--- src/rtl/fwdu_pkg.sv ---
package fwdu_pkg;
    localparam int REG_AW  = 5;
    localparam int DATA_W  = 32;
    localparam int NUM_SRC = 3;   // order is age: 0 = youngest (execute)
    localparam int NUM_OPS = 2;
endpackage

--- src/rtl/fwdu_hit_vec.sv ---
module fwdu_hit_vec #(
    parameter int AW = fwdu_pkg::REG_AW,
    parameter int NS = fwdu_pkg::NUM_SRC
) (
    input  logic [AW-1:0]         idx,
    input  logic [NS-1:0][AW-1:0] dst,
    output logic [NS-1:0]         hit
);
    logic idx_live;

    assign idx_live = (idx != '0);

    genvar gi;
    generate
        for (gi = 0; gi < NS; gi++) begin : g_cmp
            assign hit[gi] = idx_live && (dst[gi] == idx);
        end
    endgenerate
endmodule

--- src/rtl/fwdu_pick.sv ---
module fwdu_pick #(
    parameter int NS = fwdu_pkg::NUM_SRC
) (
    input  logic [NS-1:0] hit,
    output logic [NS-1:0] sel,
    output logic          any
);
    logic taken;

    always_comb begin
        sel   = '0;
        taken = 1'b0;
        for (int i = 0; i < NS; i++) begin
            if (hit[i] && !taken) begin
                sel[i] = 1'b1;
                taken  = 1'b1;
            end
        end
        any = taken;
    end
endmodule

--- src/rtl/fwdu_operand.sv ---
module fwdu_operand #(
    parameter int AW = fwdu_pkg::REG_AW,
    parameter int DW = fwdu_pkg::DATA_W,
    parameter int NS = fwdu_pkg::NUM_SRC
) (
    input  logic [AW-1:0]         idx,
    input  logic [DW-1:0]         rf_val,
    input  logic [NS-1:0][AW-1:0] dst,
    input  logic [NS-1:0][DW-1:0] val,
    input  logic [NS-1:0]         ok,
    output logic [DW-1:0]         opnd,
    output logic                  stall
);
    logic [NS-1:0] hit;
    logic [NS-1:0] sel;
    logic          any;
    logic [DW-1:0] fwd_val;
    logic          win_ok;

    fwdu_hit_vec #(.AW(AW), .NS(NS)) u_hit (
        .idx (idx),
        .dst (dst),
        .hit (hit)
    );

    fwdu_pick #(.NS(NS)) u_pick (
        .hit (hit),
        .sel (sel),
        .any (any)
    );

    always_comb begin
        fwd_val = '0;
        for (int i = 0; i < NS; i++) begin
            fwd_val = fwd_val | ({DW{sel[i]}} & val[i]);
        end
    end

    assign win_ok = |(sel & ok);
    assign stall  = any && !win_ok;

    always_comb begin
        if (idx == '0)
            opnd = '0;
        else if (any && win_ok)
            opnd = fwd_val;
        else
            opnd = rf_val;
    end
endmodule

--- src/rtl/fwdu_top.sv ---
module fwdu_top #(
    parameter int AW = fwdu_pkg::REG_AW,
    parameter int DW = fwdu_pkg::DATA_W
) (
    input  logic [AW-1:0] rs1_idx,
    input  logic [AW-1:0] rs2_idx,
    input  logic [DW-1:0] rf_rs1,
    input  logic [DW-1:0] rf_rs2,
    input  logic [AW-1:0] ex_dst,
    input  logic [DW-1:0] ex_val,
    input  logic          ex_ok,
    input  logic [AW-1:0] ma_dst,
    input  logic [DW-1:0] ma_val,
    input  logic          ma_ok,
    input  logic [AW-1:0] wb_dst,
    input  logic [DW-1:0] wb_val,
    input  logic          wb_ok,
    output logic [DW-1:0] opnd_a,
    output logic [DW-1:0] opnd_b,
    output logic          stall_req,
    output logic          stage_ready
);
    localparam int NS = fwdu_pkg::NUM_SRC;
    localparam int NO = fwdu_pkg::NUM_OPS;

    logic [NS-1:0][AW-1:0] src_dst;
    logic [NS-1:0][DW-1:0] src_val;
    logic [NS-1:0]         src_ok;
    logic [NO-1:0][AW-1:0] op_idx;
    logic [NO-1:0][DW-1:0] op_rf;
    logic [NO-1:0][DW-1:0] op_out;
    logic [NO-1:0]         op_stall;

    // index order sets priority: execute, memory-access, writeback
    assign src_dst = {wb_dst, ma_dst, ex_dst};
    assign src_val = {wb_val, ma_val, ex_val};
    assign src_ok  = {wb_ok,  ma_ok,  ex_ok};

    assign op_idx = {rs2_idx, rs1_idx};
    assign op_rf  = {rf_rs2, rf_rs1};

    genvar go;
    generate
        for (go = 0; go < NO; go++) begin : g_op
            fwdu_operand #(.AW(AW), .DW(DW), .NS(NS)) u_op (
                .idx    (op_idx[go]),
                .rf_val (op_rf[go]),
                .dst    (src_dst),
                .val    (src_val),
                .ok     (src_ok),
                .opnd   (op_out[go]),
                .stall  (op_stall[go])
            );
        end
    endgenerate

    assign opnd_a      = op_out[0];
    assign opnd_b      = op_out[1];
    assign stall_req   = |op_stall;
    assign stage_ready = !stall_req;
endmodule

--- config.mk ---
export PLATFORM = sky130hd
export DESIGN_NAME = fwdu_top
export DESIGN_NICKNAME = d
export VERILOG_FILES = /design/src/rtl/fwdu_pkg.sv /design/src/rtl/fwdu_hit_vec.sv /design/src/rtl/fwdu_pick.sv /design/src/rtl/fwdu_operand.sv /design/src/rtl/fwdu_top.sv
export SDC_FILE = /design/constraint.sdc
export NUM_CORES = 1
export LEC_CHECK = 0
export BUFFER_PORTS_ARGS = -buffer_cell sky130_fd_sc_hd__buf_2
export CAP_MARGIN = 20
export CORE_AREA = 2 2 99 101
export DETAILED_ROUTE_END_ITERATION = 6
export DIE_AREA = 0 0 101 103
export PLACE_DENSITY = 0.69
export SYNTH_ARGS = -nofsm -noshare
export SYNTH_HDL_FRONTEND = slang
export SYNTH_SLANG_ARGS = --single-unit
--- constraint.sdc ---
create_clock -name vclk -period 5.71
set_clock_uncertainty 0.2 [all_clocks]
set_input_delay 0.571 -clock vclk [all_inputs]
set_output_delay 0.571 -clock vclk [all_outputs]
set_load 0.005 [all_outputs]
# --- Word level (Yosys, flattened, before mapping) ---
# Index checks and enable logic that the tools add are counted.
classes:
  n_eq_ne: 6
  n_lt_le_gt_ge: 0
  reduce_logical: 28
  bitwise_logic: 12
  muxes: 14
  n_shift: 0
  div_mod_pow: 0
  n_mul: 0
  add_sub_neg: 0
ops:
  columns: ["op", "count"]
  rows:
  - ["$and 32x32->32", 6]
  - ["$mux 32", 4]
  - ["$or 32x32->32", 4]
  - ["$eq 5x5->1", 6]
  - ["$logic_and 1x1->1", 14]
  - ["$logic_not 5->1", 2]
  - ["$mux 1", 10]
  - ["$reduce_bool 5->1", 2]
  - ["$logic_not 1->1", 7]
  - ["$and 3x3->3", 2]
  - ["$reduce_or 3->1", 2]
  - ["$reduce_or 2->1", 1]
totals:
  ram_bits: 0
  reg_bits: 0
  latchBits: 0
  rom_bits: 0
  n_memories: 0

# --- Depth between registers and ports, before layout ---
# Gate-level depths: netlist (run 1).
logic_depth:
  word_depth: 15
  mapped_depth: 10
  depth_no_buf: 6

# --- Cells and area by module ---
# Synthesis (run 1) repeated with hierarchy kept, for this count alone.
hier_totals:
  hier_cells: 312
  hier_area_um2: 2524.9
modules_own_cells:
  columns: ["module", "n_inst", "cells_per_inst", "area_each_um2", "seq_area_each_um2"]
  rows:
  - ["fwdu_operand", 2, 128, 1048.5, 0.0]
  - ["fwdu_hit_vec", 2, 23, 178.9, 0.0]
  - ["fwdu_pick", 2, 4, 30.0, 0.0]
  - ["fwdu_top", 1, 2, 10.0, 0.0]

# --- Worst setup path before layout (run 1) ---
# Ideal clock, no wire load.
synth_path:
  kind: "in2out"
  from: "in rs2_idx[3]"
  to: "out opnd_b[10]"
  required_ns: 4.939
  path_slack_ns: 2.373
  cell_stages: 10
  arrival_ns: 2.566
  path_buffers: 4
  path_cell_list: "or4_1 -> or2_1 -> clkbuf_1 -> nor3b_4 -> and3_4 -> buf_6 -> or2_1 -> buf_6 -> buf_6 -> o211a_1"
synth_between:
  elab_chain_len: 14
  word_cells_on_any_way: 27
  cone_classes: "eq/ne (3); mux (7); bitwise (6); reduce/logical (11)"
synth_rtl:
  columns: ["item", "line", "rtl"]
  rows:
  - ["start, declared", "fwdu_top.sv:6", "input logic [AW-1:0] rs2_idx,"]
  - ["$eq 5x5->1 or $reduce_bool 5->1 (tied branches)", "fwdu_hit_vec.sv:16, fwdu_hit_vec.sv:11", null]
  - ["$logic_and 1x1->1", "fwdu_hit_vec.sv:16", "assign hit[gi] = idx_live && (dst[gi] == idx);"]
  - ["$mux 1", "fwdu_pick.sv:14", "if (hit[i] && !taken) begin"]
  - ["$logic_not 1->1", "fwdu_pick.sv:14", null]
  - ["$logic_and 1x1->1", "fwdu_pick.sv:14", null]
  - ["$mux 1", "fwdu_pick.sv:14", null]
  - ["$logic_not 1->1", "fwdu_pick.sv:14", null]
  - ["$logic_and 1x1->1", "fwdu_pick.sv:14", null]
  - ["$mux 1", "fwdu_pick.sv:14", null]
  - ["$and 3x3->3", "fwdu_operand.sv:39", "assign win_ok = |(sel & ok);"]
  - ["$reduce_or 3->1", "fwdu_operand.sv:39", null]
  - ["$logic_and 1x1->1", "fwdu_operand.sv:45", "else if (any && win_ok)"]
  - ["$mux 32", "fwdu_operand.sv:45", null]
  - ["$mux 32 (*)", "fwdu_operand.sv:43", "if (idx == '0)"]
  - ["end, declared", "fwdu_top.sv:19", "output logic [DW-1:0] opnd_b,"]
# Every way passes the cells marked *; elsewhere a longest branch is shown, timed or not.

# --- Final worst setup path (run 1) ---
layout_path:
  from: "in rs2_idx[2]"
  to: "out opnd_b[6]"
# Same word-level chain as after synthesis.

==> results of run 1 <==
[routing by layer]
| layer | track usage | up-vias | routed length, um |
|---|---|---|---|
| li1 | - | 2050 | - |
| met2 | 0.403 | 288 | 6750 |
| met3 | 0.0169 | 22 | 1080 |
| met4 | 0.0717 | 0 | 175 |
| met1 | 0.294 | 2064 | 5570 |
| met5 | 0 | - | 0 |
[critical path: stages]
cell and delay, ns:
buf_2 0.14, xnor2_1 0.12, nand3_1 0.22, a2bb2oi_4 0.73
and3_4 0.63, or2_1 0.55, buf_16 0.23, o211a_1 0.16
buf_2 0.11
[final cells by class]
| type | count | area [um^2] | area share |
|---|---|---|---|
| Inverter | 1 | 3.75 | 0.000940 |
| Timing Repair Buffer | 267 | 1410 | 0.353 |
| Tap cell | 114 | 143 | 0.0357 |
| Multi-Input combinational cell | 327 | 2440 | 0.610 |
[kinds of logic (layout without fill, tap and decap cells)]
logic type	Yosys count	count (layout)
and+or+nand+nor	62	62
xor gates and xnor gates	30	30
buffers and inverters	63	268
AOI/OAI and AO/OA	235	235
[placed cells by master, fill, tap and decap left out, types with 4 or more instances in the layout]
master    count
a21oi_1      64
xnor2_1      22
a32oi_1      33
nand2_1       4
buf_2       254
o31ai_1      32
nand3_1      36
o211ai_1     34
o211a_1      33
a32o_1       32
xor2_1        8
buf_4        11
[where the power goes]
group          switching (mW)  internal [mW]
logic                   0.152          0.156
registers                   0              0
clock network               0              0
total                   0.152          0.156
[how the worst max path moves through the flow]
stage / start / end / depth (start not counted) / slack, ns
3_5_place_dp: rs2_idx[2] / opnd_b[6] / 8 / 1.17
6_report: rs2_idx[2] / opnd_b[6] / 9 / 1.44
4_1_cts: rs2_idx[2] / opnd_b[6] / 8 / 1.17
2_1_floorplan: rs2_idx[3] / opnd_b[10] / 10 / 2.37
5_1_grt: rs2_idx[2] / opnd_b[6] / 9 / 1.28
3_3_place_gp: rs2_idx[2] / opnd_b[20] / 8 / 1.33
==> results.json, run 1 <==
{
  "critPathLaunchType": "input port",
  "yosysUniqueCellTypes": 29,
  "power_density_nw_per_um2": 77.0,
  "regArea_um2": 0,
  "peakVddDrop_mv": 0.0306,
  "grt_max_degree": 68,
  "syn_area_um2": 2690,
  "synth_xor_xnor_area_share": 0.0978,
  "syn_nets": 578,
  "synthAdderAreaFrac": 0,
  "cp.required_ns": 4.94,
  "grt_pass1_vias": 4022,
  "viasPerCell": 6.24,
  "finalMaxSlewViolations": 0,
  "drive_gt1_frac": 0.464,
  "fin_util": 0.422,
  "synth_top_family_by_area": "compound AO/OA/AOI/OAI gates",
  "fin_ws_ns": 1.44,
  "syn_to_final_growth_pct": 48.5,
  "antenna_found_initial": 0,
  "tightest_slew_ns": 0.936,
  "coreArea_um2": 9460,
  "clock_buffers": 0,
  "worstPathMaxFanout": 34,
  "drc_errors": 0,
  "fin_crit_sh": 0.749,
  "firstDrtPassIters": 5,
  "grt_pass1_wl_um": 19500,
  "ys_top_cells_by_area": "o211a_1 (12%), a21oi_1 (12%), a32o_1 (12%), a32oi_1 (11%), o211ai_1 (9.5%)",
  "fmax_mhz": 234,
  "synth_simple_gate_area_share": 0.125,
  "io_buffers": 254,
  "drt-initial-drc-count": 293,
  "yosys.area.top_type": "o211a_1",
  "hold_start": "rf_rs2[13]",
  "dp_hpwl_um": 9750,
  "setup_tns_ns": 0,
  "die_area_um2": 10400,
  "syn_inst": 390,
  "routed_wl_um": 13600,
  "critPathArrivalTime_ns": 3.50,
  "critical_path_class": "in -> out",
  "finalCriticalPeriod_ns": 4.27,
  "seq_cells": 0,
  "io_pins": 254,
  "design_power_total_uw": 307,
  "cts-resized-gates": 0,
  "dp_slack_ns": 1.17,
  "synth_warnings": 0,
  "hold_ws_ns": 1.25,
  "yosysMostFrequentCell": "a21oi_1",
  "min_path_cells": 3,
  "grtUsageTotal": 0.228,
  "outcome": "complete, no violations",
  "finalSetupViolCount": 0,
  "drv_cap": 0,
  "initial_core_util": 0.284,
  "ys_top_cells_by_count": "a21oi_1 (64), clkbuf_1 (52), nand3_1 (36)",
  "cts_hold_buf": 0,
  "dr_total_vias": 4424,
  "leakagePower_nw": 1.78,
  "dpl_cell_area_um2": 3940,
  "hold_path_class": "in -> out",
  "endpoint_kind": "primary output",
  "synth-seq-area-share": 0,
  "slew_headroom": 0.374,
  "whs_endpoint": "opnd_b[13]",
  "grt_overflow": 0,
  "die_w_um": 101,
  "chipHeight_um": 103,
  "place_inst": 707,
  "final.fill_count": 996,
  "gp_congestion": 0.929,
  "final_cells": 709,
  "wl_per_cell_um": 19.1,
  "postSynthAreaPerCell_um2": 6.89,
  "postCtsSetupBuffers": 0,
  "synth_compound_area_frac": 0.675,
  "synthDominantCellAreaShare": 0.123,
  "hold_viol_final": 0,
  "stdcell_area_um2": 3990,
  "antenna_cells": 0,
  "rows": 36,
  "detail-route-antenna-nets": 0,
  "synthMuxAreaShare": 0,
  "rsz0062_at_grt": "no",
  "nNetsFinal": 785
}
Power figures use the tool's default switching activity.
==> run 2: changes to the inputs <==
- ABC_AREA: unset -> 1
- CORE_AREA: 2 2 99 101 -> 2 2 110 101
- DIE_AREA: 0 0 101 103 -> 0 0 112 103
- PLACE_DENSITY: 0.69 -> 0.83
- clock period: 5.71 -> 3.9 ns (I/O delays scaled with it)
==> run 2 against run 1 <==
- hold slack worse by 0.29 ns
- design area is 37% higher
- first-iteration DRC count grew to 2.9 times the previous value
- power is 70% higher
- die area rose by 11%
- synthesized cell count increased by 140%
- core utilization is 9.6 points higher
==> results.json, run 2 <==
{
  "outcome": "complete, no violations",
  "initial_core_util": 0.405,
  "coreArea_um2": 10500,
  "rows": 36,
  "critical_path_class": "in -> out",
  "postSynthAreaPerCell_um2": 4.57,
  "drv_cap": 0,
  "stdcell_area_um2": 5460,
  "dr_total_vias": 6810,
  "finalCriticalPeriod_ns": 3.44,
  "clock_buffers": 0,
  "grt_max_degree": 45,
  "finalMaxSlewViolations": 0,
  "cts-resized-gates": 0,
  "final.fill_count": 1183,
  "rsz0062_at_grt": "no",
  "dp_hpwl_um": 14100,
  "die_area_um2": 11500,
  "antenna_found_initial": 1,
  "yosys.area.top_type": "nand3_1",
  "worstPathMaxFanout": 25,
  "layout_common_cells": "nand2_1 (265), buf_2 (254), nand3_1 (200), nor2_1 (137), inv_1 (135)",
  "die_w_um": 112,
  "leakagePower_nw": 3.87,
  "nNetsFinal": 1325,
  "yosysUniqueCellTypes": 22,
  "syn_area_um2": 4270,
  "drc_errors": 0,
  "drt-initial-drc-count": 851,
  "critPathLaunchType": "input port",
  "cts_hold_buf": 0,
  "ys_top_cells_by_area": "nand3_1 (23%), nand2_1 (23%), nor2_1 (12%), inv_1 (12%), nand4_1 (9.7%)",
  "routed_wl_um": 18400,
  "synthDominantCellAreaShare": 0.235,
  "yosysMostFrequentCell": "nand2_1",
  "postCtsSetupBuffers": 0,
  "syn_to_final_growth_pct": 27.9,
  "chipHeight_um": 103,
  "dpl_cell_area_um2": 5460,
  "syn_inst": 933,
  "critPathArrivalTime_ns": 2.85,
  "ys_top_cells_by_count": "nand2_1 (265), nand3_1 (200), nor2_1 (137)",
  "tightest_slew_ns": 0.845,
  "peakVddDrop_mv": 0.0428,
  "fin_crit_sh": 0.882,
  "cp.required_ns": 3.31,
  "endpoint_kind": "primary output",
  "hold_path_class": "in -> out",
  "gp_congestion": 0.952,
  "finalSetupViolCount": 0,
  "fmax_mhz": 291,
  "grt_overflow": 0,
  "io_pins": 254,
  "seq_cells": 0,
  "syn_nets": 1121,
  "fin_util": 0.518,
  "drive_gt1_frac": 0.268,
  "grt_pass1_vias": 6187,
  "hold_viol_final": 0,
  "synth_warnings": 0,
  "viasPerCell": 5.37,
  "detail-route-antenna-nets": 0,
  "firstDrtPassIters": 6,
  "grt_pass1_wl_um": 29000,
  "setup_tns_ns": 0,
  "io_buffers": 254,
  "power_density_nw_per_um2": 95.9,
  "grtUsageTotal": 0.301,
  "slew_headroom": 0.435,
  "regArea_um2": 0,
  "multi_input_area_um2": 3300,
  "final_common_cell": "nand2_1",
  "synth-seq-area-share": 0,
  "wl_per_cell_um": 14.5
}
-- run 2: cell types whose count changed after synthesis, moves of 33 or more --
cell      delta
nor2_1     +132
nand2_1    +261
inv_1      +134
nand3_1    +164
a21oi_1     -64
a32oi_1     -33
o211a_1     -33
nand4_1     +66
o211ai_1    -34
-- run 2: final cells by class --
| cell class | instances | share of cell area |
|---|---|---|
| timing repair buffer | 272 | 0.258 |
| tap | 133 | 0.0305 |
| antenna | 1 | 0.000458 |
| multi-input combinational | 707 | 0.604 |
| inverter | 156 | 0.107 |
-- run 2: logic make-up after synthesis --
group                     count (synthesis)  share of synthesized area
and+or+nand+nor                         693                      0.744
buffers and inverters                   226                      0.227
xor gates and xnor gates                 14                     0.0287
-- run 2: power breakdown --
part	total, mW	switching, mW	internal, mW
clock	0.0000000343	0	0.0000000343
sequential	0	0	0
combinational	0.524	0.311	0.213
total	0.524	0.311	0.213
-- run 2: layer usage --
layer / global-route usage / share of wire / wire [um] / up-vias
met3: 0.0294 / 0.099 / 1830 / 75
met5: 0 / 0.00071 / 13 / -
met1: 0.372 / 0.40 / 7350 / 2938
met4: 0.132 / 0.049 / 893 / 2
li1: - / - / - / 3327
met2: 0.540 / 0.45 / 8320 / 468
-- run 2: worst max-delay path: stages --
cell     delay (ns)
buf_2          0.14
nor2_2         0.17
nand3_4        0.27
inv_2          0.19
nor2_8         0.05
nand2_2        0.35
nand4_1        0.48
buf_4          0.39
nand3_1        0.12
nand2_1        0.06
nor2_1         0.10
buf_2          0.12
-- run 2: worst paths after layout --
check / start / end / slack (ns) / cells past startpoint
worst max-delay path: rs2_idx[4] / opnd_b[15] / 0.46 / 12
worst min-delay path: rf_rs2[1] / opnd_b[1] / 0.96 / 6
-- run 2: through the flow --
stage / total power, mW / instances / hold slack, ns / setup WS (ns)
after floorplan: 0.278 / 933 / 0.760 / 1.64
after global placement: 0.511 / 1268 / 0.965 / 0.578
after detailed placement: 0.514 / 1268 / 0.969 / 0.504
after CTS: 0.517 / 1268 / 0.971 / 0.501
after global routing: 0.584 / 1268 / 1.00 / 0.206
final: 0.524 / 1269 / 0.965 / 0.462
==> run 3: changes to the inputs <==
- ABC_AREA: 1 -> unset
- CORE_AREA: 2 2 110 101 -> 2 2 99 101
- DIE_AREA: 0 0 112 103 -> 0 0 101 103
- PLACE_DENSITY: 0.83 -> 0.71
==> run 3 against run 2 <==
- sequential share of layout area unchanged
- hold slack worse by 0.077 ns
- highest routed layer is now met4
- core utilization down 9.4 points
- design area down 26%
==> results.json, run 3 (same netlist as run 1, synthesis figures left out) <==
{
  "outcome": "complete, no violations",
  "grt_overflow": 0,
  "finalCriticalPeriod_ns": 3.54,
  "detail-route-antenna-nets": 0,
  "setup_tns_ns": 0,
  "min_path_cells": 3,
  "slew_headroom": 0.528,
  "leakagePower_nw": 1.79,
  "drc_errors": 0,
  "initial_core_util": 0.284,
  "cts-resized-gates": 0,
  "hold_viol_final": 0,
  "postCtsSetupBuffers": 0,
  "cp.required_ns": 3.31,
  "hold_path_class": "in -> out",
  "layout_common_cells": "buf_2 (254), a21oi_1 (64), nand3_1 (36), o211ai_1 (34)",
  "finalSetupViolCount": 0,
  "critical_path_class": "in -> out",
  "drt-initial-drc-count": 380,
  "critPathArrivalTime_ns": 2.95,
  "fin_crit_sh": 0.909,
  "rows": 36,
  "syn_to_final_growth_pct": 49.3,
  "routed_wl_um": 13800,
  "drv_cap": 0,
  "slowest_delay_ns": 0.53,
  "firstDrtPassIters": 6,
  "endpoint_kind": "primary output",
  "viasPerCell": 6.30,
  "worstPathCellList": "buf_2 -> or4_1 -> or2_2 -> nor3b_4 -> and3_4 -> or2_1 -> buf_16 -> o211a_1 -> buf_2",
  "coreArea_um2": 9460,
  "antenna_cells": 0,
  "nNetsFinal": 788,
  "final_common_cell": "buf_2",
  "critPathLaunchType": "input port",
  "grt_max_degree": 67,
  "slowest_stage": "or4_1",
  "dr_total_vias": 4489,
  "grtUsageTotal": 0.231,
  "regArea_um2": 0,
  "hold_ws_ns": 0.888,
  "seq_cells": 0,
  "tightest_slew_ns": 0.707,
  "drive_gt1_frac": 0.467,
  "dpl_cell_area_um2": 3960,
  "antenna_found_initial": 0,
  "stdcell_area_um2": 4010,
  "grt_pass1_vias": 4040,
  "finalMaxSlewViolations": 0,
  "rsz0062_at_grt": "no",
  "final.fill_count": 990,
  "io_pins": 254,
  "dp_hpwl_um": 9850,
  "peakVddDrop_mv": 0.0415,
  "wl_per_cell_um": 19.3,
  "die_w_um": 101,
  "power_density_nw_per_um2": 113,
  "clock_buffers": 0,
  "whs_endpoint": "opnd_b[5]",
  "worstPathMaxFanout": 34,
  "grt_pass1_wl_um": 19800,
  "hold_start": "rf_rs2[5]",
  "io_buffers": 254,
  "fmax_mhz": 282,
  "die_area_um2": 10400,
  "chipHeight_um": 103,
  "crit_top_cell": "buf_2",
  "cts_hold_buf": 0,
  "gp_congestion": 0.875
}
[run 3: cell types whose count changed in the layout (fill, tap and decap cells not counted), moves of 33 or more]
cell | previous run | this run
nand3_1 | 200 | 36
nor2_1 | 137 | 3
o211ai_1 | 0 | 34
nand4_1 | 66 | 0
a32oi_1 | 0 | 33
o211a_1 | 0 | 33
inv_1 | 135 | 1
nand2_1 | 265 | 4
a21oi_1 | 0 | 64
[run 3: area by class of cell]
cell class	instances	area [um^2]	area share
inverters	1	3.75	0.000935
well taps	114	143	0.0355
repair buffers	270	1430	0.357
multi-input cells	327	2440	0.607
[run 3: worst max path at each step]
stage / to / from / cells past startpoint
after floorplan: opnd_b[10] / rs2_idx[3] / 10
after global placement: opnd_b[18] / rs2_idx[3] / 8
after detailed placement: opnd_b[23] / rs2_idx[3] / 8
after CTS: opnd_b[23] / rs2_idx[3] / 8
after global routing: opnd_b[12] / rs2_idx[3] / 9
final: opnd_b[13] / rs2_idx[3] / 9
[run 3: through the flow]
step / cells / utilization / power, mW / setup slack, ns
global placement: 710 / 0.419 / 0.434 / 0.284
floorplan: 390 / - / 0.215 / 0.925
CTS: 710 / 0.419 / 0.444 / 0.199
detailed placement: 710 / 0.419 / 0.441 / 0.200
finish: 712 / 0.424 / 0.455 / 0.356
global route: 712 / 0.424 / 0.495 / 0.258
[run 3: power by group]
part           switching, mW  total, mW  internal (mW)
Sequential                 0          0              0
Combinational          0.225      0.455          0.230
Clock                      0          0              0
[run 3: per-layer routing]
layer	GRT usage	vias to the layer above	part of all wire
met5	0	-	0
met2	0.416	313	0.49
li1	-	2057	-
met1	0.295	2093	0.41
met4	0.0489	0	0.015
met3	0.0298	26	0.089
[run 3: critical path, delay by kind of cell]
| family | cells | cell delay [ns] |
|---|---|---|
| AO/OA/AOI/OAI | 1 | 0.21 |
| buffers and inverters | 3 | 0.52 |
| AND/OR/NAND/NOR | 5 | 1.82 |
